## src/rtl/mdm_irq_pkg.sv

```systemverilog
package mdm_irq_pkg;

  localparam int unsigned DEF_SYNC_STAGES = 2;

  // Events that compete for the status bit in one cycle
  typedef struct packed {
    logic set_evt;
    logic clr_pulse;
  } stat_evt_t;

endpackage

```

## src/rtl/mdm_cts_edge.sv

```systemverilog
module mdm_cts_edge #(
  parameter int unsigned SYNC_STAGES = 2
) (
  input  logic clk,
  input  logic rst_n,
  input  logic cts_in,
  output logic edge_o
);

  localparam int unsigned WARM_MAX = SYNC_STAGES + 1;
  localparam int unsigned WARM_W   = $clog2(WARM_MAX + 1);

  logic [SYNC_STAGES-1:0] sync_q;
  logic                   hist_q;
  logic [WARM_W-1:0]      warm_q, warm_d;
  logic                   warm_en;

  // synchroniser chain
  for (genvar i = 0; i < SYNC_STAGES; i++) begin : g_sync
    if (i == 0) begin : g_first
      always_ff @(posedge clk or negedge rst_n) begin
        if (!rst_n) sync_q[0] <= 1'b0;
        else        sync_q[0] <= cts_in;
      end
    end else begin : g_next
      always_ff @(posedge clk or negedge rst_n) begin
        if (!rst_n) sync_q[i] <= 1'b0;
        else        sync_q[i] <= sync_q[i-1];
      end
    end
  end

  always_ff @(posedge clk or negedge rst_n) begin
    if (!rst_n) hist_q <= 1'b0;
    else        hist_q <= sync_q[SYNC_STAGES-1];
  end

  // warm-up counter: edges are ignored until history holds a real sample
  always_comb begin
    warm_en = (warm_q != WARM_W'(WARM_MAX));
    warm_d  = warm_q + WARM_W'(1);
  end

  always_ff @(posedge clk or negedge rst_n) begin
    if (!rst_n)       warm_q <= '0;
    else if (warm_en) warm_q <= warm_d;
  end

  assign edge_o = !warm_en && (sync_q[SYNC_STAGES-1] ^ hist_q);

endmodule

```

## src/rtl/mdm_clr_latch.sv

```systemverilog
module mdm_clr_latch (
  input  logic clk,
  input  logic rst_n,
  input  logic we,
  input  logic wr_bit,
  input  logic stat_zero,
  output logic latch_o,
  output logic pulse_o
);

  logic latch_q, latch_d;
  logic prev_q;

  // a write has priority; otherwise the latch drops while status is 0
  always_comb begin
    latch_d = latch_q;
    if (we)             latch_d = wr_bit;
    else if (stat_zero) latch_d = 1'b0;
  end

  always_ff @(posedge clk or negedge rst_n) begin
    if (!rst_n) begin
      latch_q <= 1'b0;
      prev_q  <= 1'b0;
    end else begin
      latch_q <= latch_d;
      prev_q  <= latch_q;
    end
  end

  assign latch_o = latch_q;
  assign pulse_o = latch_q & ~prev_q;

endmodule

```

## src/rtl/mdm_stat_reg.sv

```systemverilog
module mdm_stat_reg
  import mdm_irq_pkg::*;
(
  input  logic      clk,
  input  logic      rst_n,
  input  stat_evt_t evt,
  output logic      stat_o
);

  logic stat_q, stat_d;

  // set takes priority over clear
  always_comb begin
    stat_d = stat_q;
    if (evt.set_evt)        stat_d = 1'b1;
    else if (evt.clr_pulse) stat_d = 1'b0;
  end

  always_ff @(posedge clk or negedge rst_n) begin
    if (!rst_n) stat_q <= 1'b0;
    else        stat_q <= stat_d;
  end

  assign stat_o = stat_q;

endmodule

```

## src/rtl/mdm_irq_status.sv

```systemverilog
module mdm_irq_status
  import mdm_irq_pkg::*;
#(
  parameter int unsigned SYNC_STAGES = DEF_SYNC_STAGES
) (
  input  logic clk,
  input  logic rst_n,
  input  logic cts_in,
  input  logic clr_we,
  input  logic mask_we,
  input  logic wr_bit,
  output logic raw_stat,
  output logic masked_stat
);

  logic      set_evt;
  logic      clr_pulse;
  logic      clr_latch;
  logic      mask_q;
  stat_evt_t evt;

  mdm_cts_edge #(.SYNC_STAGES(SYNC_STAGES)) u_edge (
    .clk    (clk),
    .rst_n  (rst_n),
    .cts_in (cts_in),
    .edge_o (set_evt)
  );

  mdm_clr_latch u_clr (
    .clk       (clk),
    .rst_n     (rst_n),
    .we        (clr_we),
    .wr_bit    (wr_bit),
    .stat_zero (~raw_stat),
    .latch_o   (clr_latch),
    .pulse_o   (clr_pulse)
  );

  assign evt = '{set_evt: set_evt, clr_pulse: clr_pulse};

  mdm_stat_reg u_stat (
    .clk    (clk),
    .rst_n  (rst_n),
    .evt    (evt),
    .stat_o (raw_stat)
  );

  always_ff @(posedge clk or negedge rst_n) begin
    if (!rst_n)       mask_q <= 1'b0;
    else if (mask_we) mask_q <= wr_bit;
  end

  assign masked_stat = raw_stat & mask_q;

endmodule

```

## config.mk

```make
export PLATFORM = sky130hd
export DESIGN_NAME = mdm_irq_status
export DESIGN_NICKNAME = d
export VERILOG_FILES = /design/src/rtl/mdm_irq_pkg.sv /design/src/rtl/mdm_cts_edge.sv /design/src/rtl/mdm_clr_latch.sv /design/src/rtl/mdm_stat_reg.sv /design/src/rtl/mdm_irq_status.sv
export SDC_FILE = /design/constraint.sdc
export NUM_CORES = 1
export LEC_CHECK = 0
export CORE_AREA = 2 2 39 41
export CTS_BUF_LIST = sky130_fd_sc_hd__clkbuf_8
export DETAILED_ROUTE_END_ITERATION = 8
export DIE_AREA = 0 0 41 43
export DONT_BUFFER_PORTS = 1
export PLACE_DENSITY = 0.47
export SLEW_MARGIN = 25
export SYNTH_ARGS = -nofsm -noshare
export SYNTH_HDL_FRONTEND = slang
export SYNTH_SLANG_ARGS = --single-unit
```

## constraint.sdc

```tcl
create_clock -name clk -period 2.85 [get_ports clk]
set_clock_uncertainty 0.2 [all_clocks]
set_input_delay 0.285 -clock clk [delete_from_list [all_inputs] [get_ports clk]]
set_output_delay 0.285 -clock clk [all_outputs]
set_load 0.01 [all_outputs]
```

# --- Word-level counts from Yosys, hierarchy flattened ---
# Cells that the tools add are included.
word_totals:
  latch_bits: 0
  n_memories: 0
  reg_bits: 9
  ram_bits: 0
  romBits: 0
  elab_cells: 22
  output_inout_bits: 2
  inputBits: 6
op_classes:
  shifts: 0
  magnitude_cmp: 0
  n_reduce_logical: 3
  multipliers: 0
  div_mod_pow: 0
  n_eq_ne: 2
  addsub: 1
  n_bitwise: 4
  muxes: 4
op_table:
  columns: ["cell", "count"]
  rows:
  - ["1-bit 2-to-1 mux", 4]
  - ["2-bit != test (second input constant)", 2]
  - ["2-bit by 1-bit adder with 2-bit output (second input constant)", 1]
  - ["1-bit bitwise AND", 2]
  - ["2-bit nonzero test", 1]
  - ["1-bit logical AND", 1]
  - ["1-bit logical NOT", 1]
  - ["1-bit inverter", 1]
  - ["1-bit bitwise XOR", 1]

# --- Depth between registers and ports, before layout ---
# Gate-level depths: netlist of run 1.
depth:
  word_depth: 4
  depth_mapped: 2
  ltp_nobuf: 2

# --- By module ---
# A second synthesis of run 1 with hierarchy kept.
unflattened:
  hier_cells: 23
  area_unflattened_um2: 339.1
modules_own_cells:
  columns: ["mod", "instances", "cells_per_inst", "seq_area_each_um2", "area_each_um2"]
  rows:
  - ["mdm_cts_edge", 1, 10, 125.1, 177.7]
  - ["mdm_clr_latch", 1, 6, 50.0, 75.1]
  - ["mdm_irq_status", 1, 4, 25.0, 50.0]
  - ["mdm_stat_reg", 1, 3, 25.0, 36.3]

# --- Worst setup path after synthesis of run 1 ---
# Ideal clock, no wire load.
synth_path:
  path_kind: "register -> register"
  startpoint: "register u_edge.warm_q[0]"
  endpoint: "register u_edge.warm_q[1]"
  period_less_slack_ns: 1.229
  required_time_ns: 2.525
  slack_ns: 1.621
  arrival_ns: 0.904
  path_buffers: 0
  path_stages_with_launch: 3
  setup_ns: 0.125
  cell_sequence: "dfrtp_1 ha_1 mux2_4"
synth_via:
  elab_chain_len: 1
  elab_cells_between_ends: 2
  classes_between: "add/sub (1); eq/ne (1)"
synth_rtl:
  columns: ["item", "line_no", "source"]
  rows:
  - ["from (decl)", "mdm_cts_edge.sv:15", "logic [WARM_W-1:0] warm_q, warm_d;"]
  - ["from (signal assigned)", "mdm_cts_edge.sv:46", "else if (warm_en) warm_q <= warm_d;"]
  - ["2-bit by 1-bit adder with 2-bit output", "mdm_cts_edge.sv:41", "warm_d = warm_q + WARM_W'(1);"]
  - ["net u_edge.warm_d[1]", "mdm_cts_edge.sv:15", null]
# The timed path passes the listed nets, and every way through them passes these cells.
# A chain may end at the register's enable or synchronous reset.

# --- Final worst setup path of run 1 ---
layout_path:
  startpoint: "input port clr_we"
  endpoint: "register u_clr.latch_q, in the netlist u_clr.latch_o"
layout_via:
  elab_chain_len: 1
  elab_cells_between_ends: 2
  classes_between: "eq/ne (1); mux (1)"
layout_rtl:
  columns: ["item", "line_no", "source"]
  rows:
  - ["from (decl)", "mdm_irq_status.sv:9", "input logic clr_we,"]
  - ["2-bit != test (no source line) or 1-bit 2-to-1 mux (tied branches)", null, null]
  - ["to (signal assigned)", "mdm_clr_latch.sv:26", "latch_q <= latch_d;"]
  - ["to (decl)", "mdm_clr_latch.sv:11", "logic latch_q, latch_d;"]
# Parallel ways exist; a longest one is shown, timed or not.

==> flow_metrics.tcl, run 1 <==
set metrics [dict create \
    p_sw_frac 0.206 \
    yosys.area_share.adder 0.0397 \
    synth_top_cell_area_share 0.714 \
    power.leakage_nw 0.190 \
    synth-warning-count 0 \
    p_per_area_mw_per_mm2 706 \
    hold_ws_ns 0.00843 \
    synth_xor_xnor_area_share 0.0556 \
    power_w 0.000304 \
    path_clk_slew_ns 0.04 \
    vias_per_cell 4.04 \
    wl_met3_um 51 \
    met2_length_um 206 \
    cts.sinks 9 \
    die_y_um 43 \
    grt.total_usage 0.0733 \
    dp_hpwl_um 336 \
    core.rowCount 14 \
    synth_top_family_by_area "multiplexers" \
    power_frac_seq 0.468 \
    num_io_pins 8 \
    synthMuxAreaShare 0.0833 \
    antenna_found_initial 0 \
    fmax_ghz 0.617 \
    cp_max_fo 2 \
    async_flop_share 1.00 \
    overflow 0 \
    worstSetupPathType "in2reg" \
    vias 182 \
    cts_hold_buffers 5 \
    synth_area_leaders "dfrtp_1 (71%), mux2_4 (4.8%), ha_1 (4.0%)" \
    outcome "finished, final reports clean" \
    drtIter0Drc 4 \
    start_util 0.228 \
    final_nets 37 \
    required_ns 2.76 \
    wl_met1_um 188 \
    final_layout_size_suffix_gt1_frac 0.172 \
    drc_errors 0 \
    die_w_um 41 \
    cts_buffers 3 \
    synthDistinctLibCells 11 \
    hold_class "in2reg" \
    wirelength_um 462 \
    dr.pass1.iters 2 \
    worstSkewPairLatency_ns 0.23 \
    ir_drop_v 0.000258 \
    synth_area_per_cell_um2 15.8 \
    synthFlopType "dfrtp_1" \
    yosys_register_bits 9 \
    maxSlewHeadroom 0.742 \
    num_antenna_cells 0 \
    synthesis.nets 27 \
    syn_inst 20 \
    cts_htree_levels 1 \
    grt_max_degree 10 \
    grt_pass1_wl_um 765 \
    setup-tns-final_ns 0 \
    cts_tree "done" \
    tightest_slew_ns 0.386 \
    first_global_vias 193 \
    rsz0062_at_grt "false" \
    drv_cap 0 \
    post_cts_buffers 0 \
    netlist_area_um2 315 \
    drv_slew 0 \
    hold_viol 0 \
    post-route-min-period_ns 1.62 \
    synth.most_common_cell "dfrtp_1" \
    yosys-top-cells-count "dfrtp_1 (9), nand2_1 (2)" \
    combPwrFrac 0.061 \
    setup_viol 0 \
    core-area_mm2 0.00138 \
    die_area_mm2 0.00176 \
    internal-power_w 0.000241 \
    synth-edff-count 0 \
    synth-simple-area-share 0.0635 \
    ys_seq_area_frac 0.714 \
    synth_compound_area_frac 0.0437 \
    wl_per_cell_um 10.3 \
    finalCritPeriodShare 0.568 \
    antenna_left 0 \
    cp-end-kind "register" \
    gp_congestion 0.525 \
    synth_area_leader_cell "dfrtp_1" \
    cts_resized 0 \
    arrival_ns 1.53 \
    clkPwrFrac 0.471 \
    top_layer_used "met4" \
    nFillCells 142 \
    p_switching_w 0.0000624 \
    clockRootBuffer "clkbuf_8" \
    io_buffers 0 \
    areaGrowthSynthToFinish_pct 36.5 \
    clk_path_buf_depth 2 \
    start_kind "input pin" \
]
worst paths after layout:
kind                                       start               end  slack [ns]  cells after the start
worst max-delay path                      clr_we     u_clr.latch_o        1.23                      4
worst min-delay path                     mask_we            mask_q       0.008                      1
worst max register to register     u_stat.stat_o     u_clr.latch_o        1.39                      3
worst min register to register  u_edge.sync_q[0]  u_edge.sync_q[1]        0.16                      0
max in group asynchronous                  rst_n  u_edge.sync_q[0]        1.96                      1
min in group asynchronous                  rst_n  u_edge.warm_q[0]        0.21                      1
layout by cell type, fill, tap and decap left out:
master and count:
dfrtp_1 9, mux2_2 1, xor2_1 1, inv_1 1, ha_1 1, and2_1 1, nand2_1 2, o21ai_0 1
nand2b_1 1, mux2_4 1, dlygate4sd3_1 5, a22o_1 1, xnor2_1 1, clkbuf_8 3
layout make-up:
cell class / instances / area (um2) / area share
clock buffer: 3 / 41.3 / 0.0959
clock inverter: 1 / 3.75 / 0.00872
multi-input combinational: 11 / 90.1 / 0.209
sequential: 9 / 225 / 0.523
tap: 16 / 20.0 / 0.0465
timing repair buffer: 5 / 50.0 / 0.116
registers in the layout (all words and copies together) (netlist names):
name / flops
mask_q: 1
u_clr.prev_q: 1
u_edge.sync_q: 2
u_clr.latch_o: 1
u_stat.stat_o: 1
u_edge.hist_q: 1
u_edge.warm_q: 2
metrics by stage:
stage / std cells / util / cell area, um2 / setup slack (ns)
5_1_grt: 45 / 0.311 / 430 / 1.21
3_5_place_dp: 36 / 0.242 / 335 / 1.58
4_1_cts: 45 / 0.311 / 430 / 1.23
3_3_place_gp: 36 / 0.242 / 335 / 1.60
6_report: 45 / 0.311 / 430 / 1.23
2_1_floorplan: 20 / - / 315 / 1.62
metal layers:
layer,GRT usage,vias to the layer above
met2,0.0875,7
met1,0.0774,90
met4,0.0600,0
met5,0,-
met3,0.0628,2
li1,-,83
power groups by stage:
stage / registers [W] / logic, W / clock network, W
2_1_floorplan: 0.000143 / 0.00000895 / 0
3_5_place_dp: 0.000144 / 0.0000100 / 0
4_1_cts: 0.000142 / 0.0000192 / 0.000150
5_1_grt: 0.000144 / 0.0000210 / 0.000153
6_report: 0.000142 / 0.0000185 / 0.000143
3_3_place_gp: 0.000144 / 0.00000983 / 0
kinds of logic (layout without fill, tap and decap cells):
kind of cell / Yosys count / count (layout)
flip-flops: 9 / 9
AND/OR/NAND/NOR: 4 / 4
AO/OA/AOI/OAI: 2 / 2
XOR/XNOR: 2 / 2
multiplexers: 2 / 2
adder cells (fa/ha/maj): 1 / 1
buffers and inverters: 0 / 9
worst max-delay path, stage by stage:
cell and delay, ns:
dlygate4sd3_1 0.55, nand2_1 0.07, o21ai_0 0.07, dlygate4sd3_1 0.56
Power figures use the tool's default switching activity.
==> inputs of run 2 (changes only) <==
- clock period: 2.85 -> 1.7 ns (I/O delays scaled with it)
==> run 2 against run 1 <==
  * Worst hold slack gained 0.091 ns
  * Global-route usage shrank 0.30 points
  * Die area is the same
==> flow_metrics.tcl, run 2 (synthesis results as in run 1) <==
set metrics [dict create \
    outcome "finished, final reports clean" \
    p_per_area_mw_per_mm2 1150 \
    startpoint "wr_bit" \
    num_antenna_cells 0 \
    hold_viol 0 \
    die_w_um 41 \
    cp_max_fo 2 \
    power.leakage_nw 0.194 \
    vias 183 \
    grt_max_degree 10 \
    layout.cells.non_filler 46 \
    dp_cells 36 \
    fin_util 0.318 \
    required_ns 1.61 \
    setup_slack_ns 0.109 \
    grt_pass1_wl_um 759 \
    die_y_um 43 \
    vias_per_cell 3.98 \
    areaGrowthSynthToFinish_pct 39.7 \
    grt.total_usage 0.0703 \
    arrival_ns 1.50 \
    use_met3 0.0785 \
    core-area_mm2 0.00138 \
    setup-tns-final_ns 0 \
    maxSlewHeadroom 0.738 \
    die_area_mm2 0.00176 \
    drc_errors 0 \
    drv_cap 0 \
    clockRootBuffer "clkbuf_8" \
    clk_path_buf_depth 2 \
    crit_family "buffers and inverters" \
    drtIter0Drc 2 \
    start_kind "input pin" \
    tightest_slew_ns 0.391 \
    setup_viol 0 \
    cts.sinks 9 \
    worstSetupPathType "in2reg" \
    post-route-min-period_ns 1.59 \
    wl_per_cell_um 9.78 \
    most-common-layout-cells "dfrtp_1 (9), dlygate4sd3_1 (6), clkbuf_8 (3)" \
    finalCritPeriodShare 0.936 \
    io_buffers 0 \
    final_nets 38 \
    hold_ws_ns 0.0993 \
    final_layout_size_suffix_gt1_frac 0.167 \
    path_buf_inv 2 \
    crit_chain "dlygate4sd3_1, mux2_2, dlygate4sd3_1" \
    gp_congestion 0.603 \
    rsz0062_at_grt "false" \
    cts_buffers 3 \
    start_util 0.228 \
    cts_htree_levels 1 \
    antenna_left 0 \
    r2r-start "mask_q" \
    drv_slew 0 \
    antenna_found_initial 0 \
    place_ws_ns 0.447 \
    use_met2 0.0688 \
    cpPeakStageDelay_ns 0.55 \
    ir_drop_v 0.000507 \
    crit_slowest_cell "dlygate4sd3_1" \
    core.rowCount 14 \
    cts_resized 0 \
    grt.busiest_layer "met1" \
    wirelength_um 450 \
    post_cts_buffers 0 \
    hold_class "in2async" \
    first_global_vias 179 \
    worstSkewPairLatency_ns 0.23 \
    num_io_pins 8 \
    reg_top3 "u_edge.sync_q: 2 flops, u_edge.warm_q: 2 flops" \
    path_clk_slew_ns 0.05 \
    overflow 0 \
    fmax_ghz 0.628 \
    met1_usage 0.0980 \
    cts_tree "done" \
    cp-end-kind "register" \
    path_common_cell "dlygate4sd3_1" \
    dr.pass1.iters 2 \
    final_common_cell "dfrtp_1" \
]
[run 2: cell type report]
class	instances	area [um2]
clock buffers	3	41.3
clock inverters	1	3.75
fillers	136	943
multi-input cells	11	90.1
flip-flops and latches	9	225
well taps	16	20.0
repair buffers	6	60.1
[run 2: worst register-to-register path, stage by stage, from the launching register on]
cell,delay (ns)
dfrtp_1,0.37
mux2_2,0.25
dlygate4sd3_1,0.55
[run 2: routing by layer]
layer  wire length (um)  vias up
met5                  0        -
met4                  0        0
met3                 48        0
met2                191        7
met1                210       88
li1                   -       88
[run 2: power breakdown]
part	leakage (nW)	internal [W]	total (W)	switching (W)
Sequential	0.0988	0.000229	0.000238	0.00000949
Combinational	0.0681	0.0000215	0.0000345	0.0000130
Clock	0.0269	0.000157	0.000235	0.0000782
[run 2: stage by stage]
stage	instance area [um2]	total power [W]
3_5_place_dp	335	0.000259
3_3_place_gp	335	0.000259
4_1_cts	440	0.000515
2_1_floorplan	315	0.000254
6_report	440	0.000508
5_1_grt	440	0.000543
[run 2: final timing paths]
kind | end | slack [ns] | cells past startpoint
min in group clk | u_edge.sync_q[1] | 0.16 | 0
max | mask_q | 0.11 | 3
min reg2reg | u_edge.sync_q[1] | 0.16 | 0
max reg2reg | mask_q | 0.22 | 2
min | u_stat.stat_o | 0.1 | 1
max in group asynchronous | u_edge.sync_q[1] | 0.92 | 1
[run 2: what timing repair did]
action,CTS,global route
hold buffers,6,0
setup endpoints to repair,0,0
endpoints found under the hold margin,12,0
==> inputs of run 3 (changes only) <==
- ABC_AREA: default -> 1
- PLACE_DENSITY: 0.47 -> 0.48
==> run 3 against run 2 <==
  * Cell area up 2.0%
  * Critical endpoint unchanged
  * Register-to-register slack better by 0.03 ns
  * Highest routed layer is now met4
  * Non-clock buffer count unchanged
  * Sequential power about the same
  * Worst hold slack better by 0.0028 ns
  * Critical path type unchanged
  * Core utilization up 0.63 points
==> flow_metrics.tcl, run 3 <==
set metrics [dict create \
    outcome "finished, final reports clean" \
    synthFlopType "dfrtp_1" \
    cts_buffers 3 \
    cts_hold_buffers 6 \
    worstSetupPathType "in2reg" \
    grt_pass1_wl_um 924 \
    synth_area_leaders "dfrtp_1 (69%), nand2_1 (9.3%), inv_1 (6.9%)" \
    die_w_um 41 \
    cts_htree_levels 1 \
    netlist_area_um2 324 \
    wl_per_cell_um 10.1 \
    setup-tns-final_ns 0 \
    start_util 0.234 \
    finalCritPeriodShare 0.878 \
    antenna_left 0 \
    synth_top_cell_area_share 0.695 \
    final_common_cell "dfrtp_1" \
    path_common_cell "dlygate4sd3_1" \
    rsz0062_at_grt "false" \
    areaGrowthSynthToFinish_pct 38.6 \
    drc_errors 0 \
    vias 226 \
    crit_chain "dlygate4sd3_1, nand2_1, o21ai_0, dlygate4sd3_1" \
    cp_max_fo 2 \
    cts.sinks 9 \
    core-area_mm2 0.00138 \
    synth.most_common_cell "dfrtp_1" \
    final_layout_size_suffix_gt1_frac 0.0750 \
    num_io_pins 8 \
    post_cts_buffers 0 \
    path_buf_inv 2 \
    first_global_vias 235 \
    fmax_ghz 0.670 \
    ys_seq_area_frac 0.695 \
    worstSkewPairLatency_ns 0.23 \
    power.leakage_nw 0.220 \
    drtIter0Drc 0 \
    antenna_found_initial 0 \
    final-seq-area_um2 225 \
    synth-edff-count 0 \
    required_ns 1.62 \
    hold_viol 0 \
    nFillCells 138 \
    power_w 0.000511 \
    async_flop_share 1.00 \
    drv_cap 0 \
    tightest_slew_ns 0.405 \
    cp-end-kind "register" \
    vias_per_cell 4.04 \
    grt_max_degree 10 \
    most-common-layout-cells "dfrtp_1 (9), nand2_1 (8), inv_1 (7)" \
    crit_slowest_cell "dlygate4sd3_1" \
    grt.total_usage 0.0866 \
    rrSetupSlack_ns 0.25 \
    synth_area_leader_cell "dfrtp_1" \
    wirelength_um 567 \
    die_y_um 43 \
    io_buffers 0 \
    clk_path_buf_depth 2 \
    startpoint "mask_we" \
    synth-warning-count 0 \
    p_per_area_mw_per_mm2 1140 \
    start_kind "input pin" \
    yosys-top-cells-count "dfrtp_1 (9), nand2_1 (8), inv_1 (6)" \
    drv_slew 0 \
    dp_hpwl_um 369 \
    die_area_mm2 0.00176 \
    dr.pass1.iters 1 \
    yosys_register_bits 9 \
    synthDistinctLibCells 8 \
    core.rowCount 14 \
    overflow 0 \
    final_nets 48 \
    synth_area_per_cell_um2 10.8 \
    gp_congestion 0.632 \
    setup_viol 0 \
    path_clk_slew_ns 0.04 \
    r2r-start "u_stat.stat_o" \
    num_antenna_cells 0 \
    cts_resized 0 \
    cpPeakStageDelay_ns 0.55 \
    hold_class "in2async" \
    clockRootBuffer "clkbuf_8" \
    arrival_ns 1.41 \
    reg_top3 "u_edge.sync_q: 2 flops, u_edge.warm_q: 2 flops" \
    crit_family "buffers and inverters" \
    synthesis.nets 37 \
    syn_inst 30 \
    maxSlewHeadroom 0.729 \
    post-route-min-period_ns 1.49 \
    cts_tree "done" \
    ir_drop_v 0.000431 \
    multi_input_area_um2 76.3 \
]
run 3: metrics by stage:
stage	setup WS (ns)	std cells	instance area, um2	util	hold WS [ns]
2_1_floorplan	0.627	30	324	-	-0.326
4_1_cts	0.230	56	449	0.325	0.102
3_3_place_gp	0.612	46	344	0.249	-0.325
5_1_grt	0.152	56	449	0.325	0.121
3_5_place_dp	0.586	46	344	0.249	-0.325
6_report	0.208	56	449	0.325	0.102
run 3: cell families (layout without fill, tap and decap cells):
logic type | Yosys count | in the layout | share of synthesized area
AOI/OAI and AO/OA | 4 | 4 | 0.0618
and+or+nand+nor | 9 | 9 | 0.108
DFF | 9 | 9 | 0.695
xor gates and xnor gates | 1 | 1 | 0.0270
adders and majority gates | 1 | 1 | 0.0386
buffers and inverters | 6 | 16 | 0.0695
run 3: path summary, 6_finish.rpt:
check	endpoint	cells past startpoint
worst max-delay path	mask_q	4
worst min-delay path	u_edge.sync_q[1]	1
worst max register to register	u_clr.latch_o	3
max in group asynchronous	u_clr.prev_q	1
worst min register to register	u_edge.sync_q[1]	0
min in group clk	u_edge.sync_q[1]	0
run 3: report_power, final:
part            total, W  switching (W)  internal, W
Sequential      0.000237     0.00000963     0.000228
Combinational  0.0000337      0.0000157    0.0000180
Clock           0.000240      0.0000832     0.000157
Total           0.000511       0.000108     0.000403
run 3: worst reg2reg max path, cell delays in order (launching register included):
cell and delay, ns:
dfrtp_1 0.44, nand2_1 0.10, o21ai_1 0.05, dlygate4sd3_1 0.54
run 3: area by class of cell:
cell class / count / share of cell area
clock inverters: 1 / 0.00836
clock buffers: 3 / 0.0919
well taps: 16 / 0.0446
inverters: 6 / 0.0501
multi-input cells: 15 / 0.170
flip-flops and latches: 9 / 0.501
repair buffers: 6 / 0.134
run 3: metal layers:
metal,track usage,routed length (um),share of wire,vias to the layer above
met5,0,0,0,-
met3,0.0471,40,0.071,3
li1,-,-,-,109
met1,0.0976,237,0.42,104
met4,0.0800,27,0.048,0
met2,0.109,262,0.46,10
